===== src/rtl/lcb_pkg.sv =====
package lcb_pkg;
  localparam int PTR_W  = 8;
  localparam int ATTR_W = 4;
  localparam int WORD_W = PTR_W + ATTR_W;

  typedef struct packed {
    logic [PTR_W-1:0]  ptr;
    logic [ATTR_W-1:0] attr;
  } cell_word_t;
endpackage


===== src/rtl/lcb_token_ring.sv =====
module lcb_token_ring #(
  parameter int NUM_CELLS = 40
) (
  input  logic                 clk,
  input  logic                 rst_n,
  input  logic                 ce,
  input  logic                 restart,
  input  logic                 step,
  output logic [NUM_CELLS-1:0] token
);
  logic [NUM_CELLS-1:0] token_q, token_d;
  localparam logic [NUM_CELLS-1:0] FIRST = {{(NUM_CELLS-1){1'b0}}, 1'b1};

  always_comb begin
    token_d = token_q;
    if (ce) begin
      if (restart)   token_d = FIRST;
      else if (step) token_d = token_q << 1;
    end
  end

  always_ff @(posedge clk or negedge rst_n) begin
    if (!rst_n) token_q <= FIRST;
    else        token_q <= token_d;
  end

  assign token = token_q;

  // at most one column selected
  a_r2_token_onehot0: assert property (@(posedge clk) disable iff (!rst_n)
    $onehot0(token_q));
  // one column per enabled advance
  a_r2_step_one: assert property (@(posedge clk) disable iff (!rst_n)
    ce && step && !restart |=> token_q == ($past(token_q) << 1));
  // restart selects column 0
  a_r3_restart: assert property (@(posedge clk) disable iff (!rst_n)
    ce && restart |=> token_q == FIRST);
  // empty selection stays empty without restart
  a_r4_no_wrap: assert property (@(posedge clk) disable iff (!rst_n)
    (token_q == '0) && !(ce && restart) |=> token_q == '0);
  // no movement while disabled
  a_r8_hold: assert property (@(posedge clk) disable iff (!rst_n)
    !ce |=> $stable(token_q));
endmodule


===== src/rtl/lcb_cell_array.sv =====
module lcb_cell_array
  import lcb_pkg::*;
#(
  parameter int NUM_CELLS = 40
) (
  input  logic                 clk,
  input  logic                 rst_n,
  input  logic                 wr_en,
  input  logic [NUM_CELLS-1:0] sel,
  input  cell_word_t           wr_word,
  output cell_word_t           rd_word
);
  cell_word_t mem [NUM_CELLS];
  logic [WORD_W-1:0] rd_acc;

  for (genvar i = 0; i < NUM_CELLS; i++) begin : g_cell
    always_ff @(posedge clk) begin
      if (wr_en && sel[i]) mem[i] <= wr_word;
    end
  end

  always_comb begin
    rd_acc = '0;
    for (int i = 0; i < NUM_CELLS; i++) begin
      rd_acc = rd_acc | (mem[i] & {WORD_W{sel[i]}});
    end
  end

  assign rd_word = cell_word_t'(rd_acc);

  // a write targets exactly one cell
  a_r5_single_target: assert property (@(posedge clk) disable iff (!rst_n)
    wr_en |-> $onehot(sel));
endmodule


===== src/rtl/line_cell_buffer.sv =====
module line_cell_buffer
  import lcb_pkg::*;
#(
  parameter int NUM_CELLS = 40
) (
  input  logic              clk,
  input  logic              rst_n,
  input  logic              pix_ce,
  input  logic              fetch_en,
  input  logic              row_start,
  input  logic              advance,
  input  logic [WORD_W-1:0] bus_data,
  output logic [WORD_W-1:0] cell_out
);
  logic [NUM_CELLS-1:0] token;
  logic                 any_sel;
  logic                 wr_en;
  cell_word_t           stored;

  lcb_token_ring #(.NUM_CELLS(NUM_CELLS)) u_ring (
    .clk(clk), .rst_n(rst_n), .ce(pix_ce),
    .restart(row_start), .step(advance), .token(token)
  );

  assign any_sel = |token;
  assign wr_en   = pix_ce && fetch_en && any_sel;

  lcb_cell_array #(.NUM_CELLS(NUM_CELLS)) u_cells (
    .clk(clk), .rst_n(rst_n), .wr_en(wr_en), .sel(token),
    .wr_word(cell_word_t'(bus_data)), .rd_word(stored)
  );

  always_comb begin
    if (wr_en) cell_out = bus_data;
    else       cell_out = stored;
  end

  // nothing selected gives a zero output
  a_r4_zero_out: assert property (@(posedge clk) disable iff (!rst_n)
    !any_sel |-> cell_out == '0);
  // a word written and kept selected is read back
  a_r7_readback: assert property (@(posedge clk) disable iff (!rst_n)
    wr_en && !advance && !row_start |=> wr_en || cell_out == $past(bus_data));
endmodule


===== config.mk =====
export PLATFORM = sky130hd
export DESIGN_NAME = line_cell_buffer
export DESIGN_NICKNAME = d
export VERILOG_FILES = /design/src/rtl/lcb_pkg.sv /design/src/rtl/lcb_token_ring.sv /design/src/rtl/lcb_cell_array.sv /design/src/rtl/line_cell_buffer.sv
export SDC_FILE = /design/constraint.sdc
export NUM_CORES = 1
export LEC_CHECK = 0
export BUFFER_PORTS_ARGS = -buffer_cell sky130_fd_sc_hd__buf_4
export CORE_MARGIN = 3
export CORE_UTILIZATION = 50
export CTS_CLUSTER_SIZE = 16
export DETAILED_ROUTE_END_ITERATION = 7
export GPL_ROUTABILITY_DRIVEN = 0
export PLACE_DENSITY = 0.78
export SYNTH_ARGS = -nofsm -noshare
export SYNTH_HDL_FRONTEND = slang
export SYNTH_SLANG_ARGS = --single-unit

===== constraint.sdc =====
create_clock -name clk -period 2.6 [get_ports clk]
set_input_delay 0.26 -clock clk [delete_from_list [all_inputs] [get_ports clk]]
set_output_delay 0.26 -clock clk [all_outputs]
set_load 0.01 [all_outputs]

==> run_results.csv, run 1 <==
group,metric,value,unit
layout,final_common_cell,"edfxtp_1",
pwr,power.switching,0.00367,W
detailed_routing,met1_length,21.1,mm
grt,grt_max_degree,41,
die,dieHeight,201,um
layout,num-nets-final,1217,
placement,dpl_worst_slack,55.7,ps
placement,port_buffers,29,
status,violations,"setup timing",
layout,area_growth,23.7,%
layout,fillers,2267,
setup_path,crit_slowest_cell,"a22oi_1",
sta,max_freq,0.292,GHz
sta,clock-skew-final,33.3,ps
grt,grt_pass1_wl,92.7,mm
status,status,"complete, but fails checks",
die,coreArea,0.0370,mm^2
setup_path,required,2340,ps
detailed_routing,wl_met2,29.3,mm
layout,drive_gt1_share,30.0,%
layout,final_cell_mix,"edfxtp_1, a22oi_1, buf_4",
sta,fin_crit,3420,ps
clock_network,clkLatencyLatePin,600,ps
pwr,powerDensity,723,mW/mm^2
setup_path,cpPeakStageDelay,510,ps
synth,synth-seq-cells,520,
synth,postSynth.topFlopCell,"edfxtp_1",
sta,finalHoldViolCount,0,
grt,grt-ovfl-total,0,
placement,dp_cells,1621,
setup_path,worstPathArrival,3160,ps
grt,antenna_found_initial,3,
synth,netlist_top_cells_area,"edfxtp_1, a22oi_1, dfrtp_1, a22o_1, nand4_1",
die,fp.dieArea,0.0404,mm^2
detailed_routing,drt-wirelength-per-cell,40.3,um
pwr,p_sw_share,21.6,%
setup_path,start_kind,"register",
sta,fin_crit_sh,132,%
sta,drv_slew,0,
clock_network,clk_root_buffer_cell,"clkbuf_16",
setup_path,crit_family,"simple AND/OR/NAND/NOR gates",
pwr,power.leakage,7.74,nW
detailed_routing,drt_first_pass_iters,8,
sta,rsz0062_at_grt,"true",
sta,setup_violations,147,
setup_path,crit_path_max_fanout,15,
layout,final_cells,1743,
pwr,combPwrFrac,4.4,%
clock_network,cts_made_buffers,49,
detailed_routing,vias,13200,
worst_hold_path,hp-class,"primary input to register",
detailed_routing,routed_wl,70.2,mm
setup_path,worstPathCellList,"buf_12, a22oi_1, nand4_1, nor4_4, a41oi_2, buf_4",
synth,synth-seq-area-share,81.1,%
synth,synth_cells,1036,
sta,hold_ws,123,ps
pwr,p_seq_share,53.8,%
synth,synth_top_area_share,75.8,%
detailed_routing,wl_met3,13.6,mm
layout,diodes,0,
die,initial_core_util,51.3,%
synth,yosysWarnings,0,
die,rows,70,
synth,async_flop_share,7.69,%
die,die_w,201,um
clock_network,cts_tree,"done",
setup_path,end_kind,"output pin",
clock_network,htreeDepth,2,
clock_network,clock_sinks,520,
grt,track_usage,32.3,%
placement,post-dp-hpwl,39.7,mm
pwr,peakVddDrop,0.684,mV
sta,worstMarginPinSlew,969,ps
detailed_routing,drtIter0Drc,3271,
job,drv_cap,0,
clock_network,cts_buffer_depth,3,
clock_network,cts.clk_slew.worst_paths,70,ps
grt,grt_pass1_vias,12300,
detailed_routing,drc_errors,0,
pwr,clkPwrFrac,41.8,%
synth,syn_area_per_cell,18.3,um^2
setup_path,worst-setup-path-type,"register to output pin",
synth,synth_edf_count,480,
die,pin_count,30,
synth,yosys.area.top_type,"edfxtp_1",
detailed_routing,antenna_left,0,
detailed_routing,highest_layer,"met5",
detailed_routing,post_drt_via_cell_ratio,7.60,
sta,fin_ws,-819,ps
pwr,p_int,0.0133,W
sta,relSlewSlack,35.4,%
setup_path,crit_buf_inv,2,
synth,syn_area,0.0190,mm^2
synth,synth_nets,1054,
synth,synth.distinct_cells,26,
## layer usage
layer | up-vias | GRT usage [%]
li1 | 4701 | -
met1 | 6343 | 41.4
met2 | 1757 | 46.9
met3 | 443 | 13.0
met4 | 4 | 18.2
met5 | - | 0.833
## worst paths after layout
kind	startpoint	endpoint	slack, ps	cells after the start
max	u_ring.token[32]	cell_out[5]	-820	6
min	pix_ce	u_ring.token[0]	120	2
max reg2reg	u_ring.token[27]	u_cells.mem[0][93]	-120	7
min reg2reg	u_ring.token[8]	u_ring.token[9]	590	1
max in group asynchronous	rst_n	u_ring.token[5]	1890	2
min in group asynchronous	rst_n	u_ring.token[33]	250	2
## power by group through the flow
stage	clock (W)	sequential [W]	combinational [W]
finish	0.00711	0.00916	0.000742
global route	0.00735	0.00916	0.000742
CTS	0.00697	0.00916	0.000655
detailed placement	0	0.00934	0.000565
global placement	0	0.00934	0.000555
floorplan	0	0.00934	0.000178
## state kept, by name, indices dropped and copies added, names as in the netlist
name          flops
u_ring.token     40
u_cells.mem     480
## cell families after synthesis
family	after synthesis	synth area share, %
compound gates	307	12.9
flops	520	81.1
buf+inv	90	2.02
simple gates	119	3.99
## Yosys cell counts, types with 4 or more instances
library cell / n
buf_2: 4
a22oi_1: 196
nand2_1: 4
a22o_1: 62
edfxtp_1: 480
a311oi_1: 12
a221oi_1: 22
and2_1: 40
nand4_1: 48
nor4_1: 19
dfrtp_1: 39
buf_6: 5
a41oi_1: 11
clkbuf_1: 79
## cell type report
| type | instances | area [um^2] | area share, % |
|---|---|---|---|
| Clock buffer | 70 | 1360 | 5.77 |
| Clock inverter | 21 | 201 | 0.856 |
| Multi-Input combinational cell | 426 | 3880 | 16.5 |
| Sequential cell | 520 | 15400 | 65.6 |
| Tap cell | 504 | 631 | 2.68 |
| Timing Repair Buffer | 202 | 2030 | 8.62 |
## what timing repair did
item	CTS	global route
gates cloned	1	2
gates resized for setup	110	47
pin swaps	37	22
setup buffers	14	15
setup endpoints to repair	17	165
hold buffers	1	0
hold endpoints to repair	39	0
## stage by stage
stage          setup TNS, ps  area (um^2)  total power [W]  util [%]
2_1_floorplan              0        19000          0.00951         -
3_3_place_gp               0        20900          0.00989      56.3
3_5_place_dp               0        20900          0.00990      56.3
4_1_cts                -2890        23100           0.0168      62.5
5_1_grt                -5970        23500           0.0172      63.5
6_report              -12440        23500           0.0170      63.5
No activity file was read; power rests on OpenSTA's default activity.
==> run 2, diff against run 1 <==
- CELL_PAD_IN_SITES_DETAIL_PLACEMENT: unset -> 0
- CELL_PAD_IN_SITES_GLOBAL_PLACEMENT: unset -> 1
- PLACE_DENSITY: 0.78 -> 0.85
==> run 2 against run 1 <==
  * The run still ends with setup timing left
  * Sequential cell count did not move
  * Core utilization rose by 1.2 points
  * Final area rose by 1.9%
  * Maximum frequency rose by 17%
  * Largest cell class unchanged
  * Sequential share of layout area fell by 1.2 points
  * Via count fell by 2.9%
  * Clock skew fell by 14 ps
  * Power fell by 0.20%
  * Combinational power fell by 8.4%
==> run_results.csv, run 2 (synthesized netlist as in run 1, its figures left out) <==
group,metric,value,unit
status,status,"complete, but fails checks",
status,violations,"setup timing",
placement,post-dp-hpwl,40.0,mm
layout,largest_reg_flops,480,
layout,final_util,64.7,%
setup_path,crit_path_max_fanout,15,
job,drv_cap,0,
grt,grt_pass1_vias,12100,
placement,dpl_cell_area,0.0211,mm^2
placement,port_buffers,29,
grt,grt_pass1_wl,90.0,mm
setup_path,worst-setup-path-type,"register to output pin",
setup_path,reg2reg_setup_slack,150,ps
layout,area_growth,26.1,%
setup_path,worstPathArrival,2660,ps
layout,ff_latch_area,0.0154,mm^2
clock_network,cts_buffer_depth,3,
sta,fin_crit_sh,112,%
clock_network,clk_root_buffer_cell,"clkbuf_16",
setup_path,reg2reg_depth,8,
detailed_routing,vias,12900,
die,coreArea,0.0370,mm^2
setup_path,start_kind,"register",
detailed_routing,post_drt_via_cell_ratio,7.25,
setup_path,crit_family,"simple AND/OR/NAND/NOR gates",
detailed_routing,drt-wirelength-per-cell,37.6,um
worst_hold_path,min_to,"u_ring.token[0]",
layout,num-nets-final,1246,
layout,fin_area,0.0240,mm^2
setup_path,crit_top_cell,"buf_4",
layout,fillers,2285,
sta,clock-skew-final,19.5,ps
sta,rsz0062_at_grt,"true",
clock_network,cts_tree,"done",
sta,max_freq,0.342,GHz
sta,setup_violations,12,
die,fp.dieArea,0.0404,mm^2
pwr,peakVddDrop,0.662,mV
die,rows,70,
setup_path,crit_buf_inv,3,
grt,antenna_found_initial,3,
sta,drv_slew,0,
grt,track_usage,31.4,%
layout,drive_gt1_share,33.3,%
layout,final_cell_mix,"edfxtp_1, buf_4, a22oi_1",
detailed_routing,antenna_left,0,
setup_path,end_kind,"output pin",
clock_network,cts.clk_slew.worst_paths,70,ps
clock_network,clkLatencyLatePin,570,ps
pwr,power.leakage,7.93,nW
detailed_routing,drt_first_pass_iters,8,
worst_hold_path,min_delay_path_depth,2,
clock_network,cts_made_buffers,50,
grt,grt-ovfl-total,0,
clock_network,htreeDepth,2,
sta,relSlewSlack,38.9,%
setup_path,worstPathCellList,"buf_12, a22oi_2, nand4_1, nor4_4, buf_4, a41oi_2, buf_4",
layout,final_common_cell,"edfxtp_1",
detailed_routing,drtIter0Drc,3248,
layout,multi_input_area,0.00385,mm^2
detailed_routing,drc_errors,0,
pwr,powerDensity,709,mW/mm^2
sta,fin_ws,-325,ps
clock_network,clock_sinks,520,
layout,regMostFlops,"u_cells.mem",
pwr,total_power,0.0170,W
die,die_w,201,um
die,initial_core_util,51.3,%
setup_path,rr_endpoint,"u_cells.mem[2][56]",
die,pin_count,30,
worst_hold_path,min_from,"pix_ce",
setup_path,regToRegStartpoint,"u_ring.token[29]",
sta,fin_crit,2920,ps
sta,finalHoldViolCount,0,
sta,worstMarginPinSlew,916,ps
setup_path,crit_slowest_cell,"dfrtp_1",
setup_path,required,2340,ps
detailed_routing,routed_wl,66.6,mm
die,dieHeight,201,um
worst_hold_path,hp-class,"primary input to register",
setup_path,cpPeakStageDelay,440,ps
grt,grt_max_degree,42,
sta,finalSetupTns,-2610,ps
[run 2: report_power, final]
part	switching, W	internal, W
clock	0.00303	0.00410
sequential	0.0000113	0.00915
combinational	0.000457	0.000223
[run 2: how the worst max path moves through the flow]
stage | slack [ps] | endpoint | startpoint | cells after the start
detailed placement | -110 | cell_out[8] | u_ring.token[2] | 7
floorplan | 460 | u_cells.mem[0][0] | u_ring.token[0] | 7
global route | -340 | cell_out[9] | u_ring.token[29] | 7
global placement | -110 | cell_out[8] | u_ring.token[38] | 7
CTS | -240 | cell_out[8] | u_ring.token[38] | 7
finish | -320 | cell_out[8] | u_ring.token[25] | 7
[run 2: final cells by class]
cell class              count  area share, %
repair buffers            230           10.1
flip-flops and latches    520           64.4
diodes                      2         0.0209
clock inverters            19          0.809
multi-input cells         426           16.1
well taps                 504           2.63
clock buffers              73           5.93
[run 2: timing repair]
item,in CTS,in global routing
cloned,0,1
gates resized for setup,93,89
endpoints found under the setup margin,12,12
setup buffers,24,16
pin swaps,46,45
hold buffers,1,0
hold endpoints to repair,39,0
[run 2: layer usage]
metal  track usage, %  vias to the layer above  wire, um
li1                 -                     4771         -
met1             42.2                     6349     21400
met2             46.5                     1453     29100
met3             11.0                      288     11800
met4             14.1                        2      4340
met5                0                        -        13
[run 2: stage by stage]
| stage | hold WS, ps | setup WS [ps] | instances |
|---|---|---|---|
| floorplan | -35.6 | 455 | 1036 |
| global placement | 285 | -106 | 1639 |
| detailed placement | 290 | -115 | 1639 |
| CTS | 29.9 | -240 | 1756 |
| global route | 45.6 | -336 | 1773 |
| finish | 72.1 | -325 | 1774 |
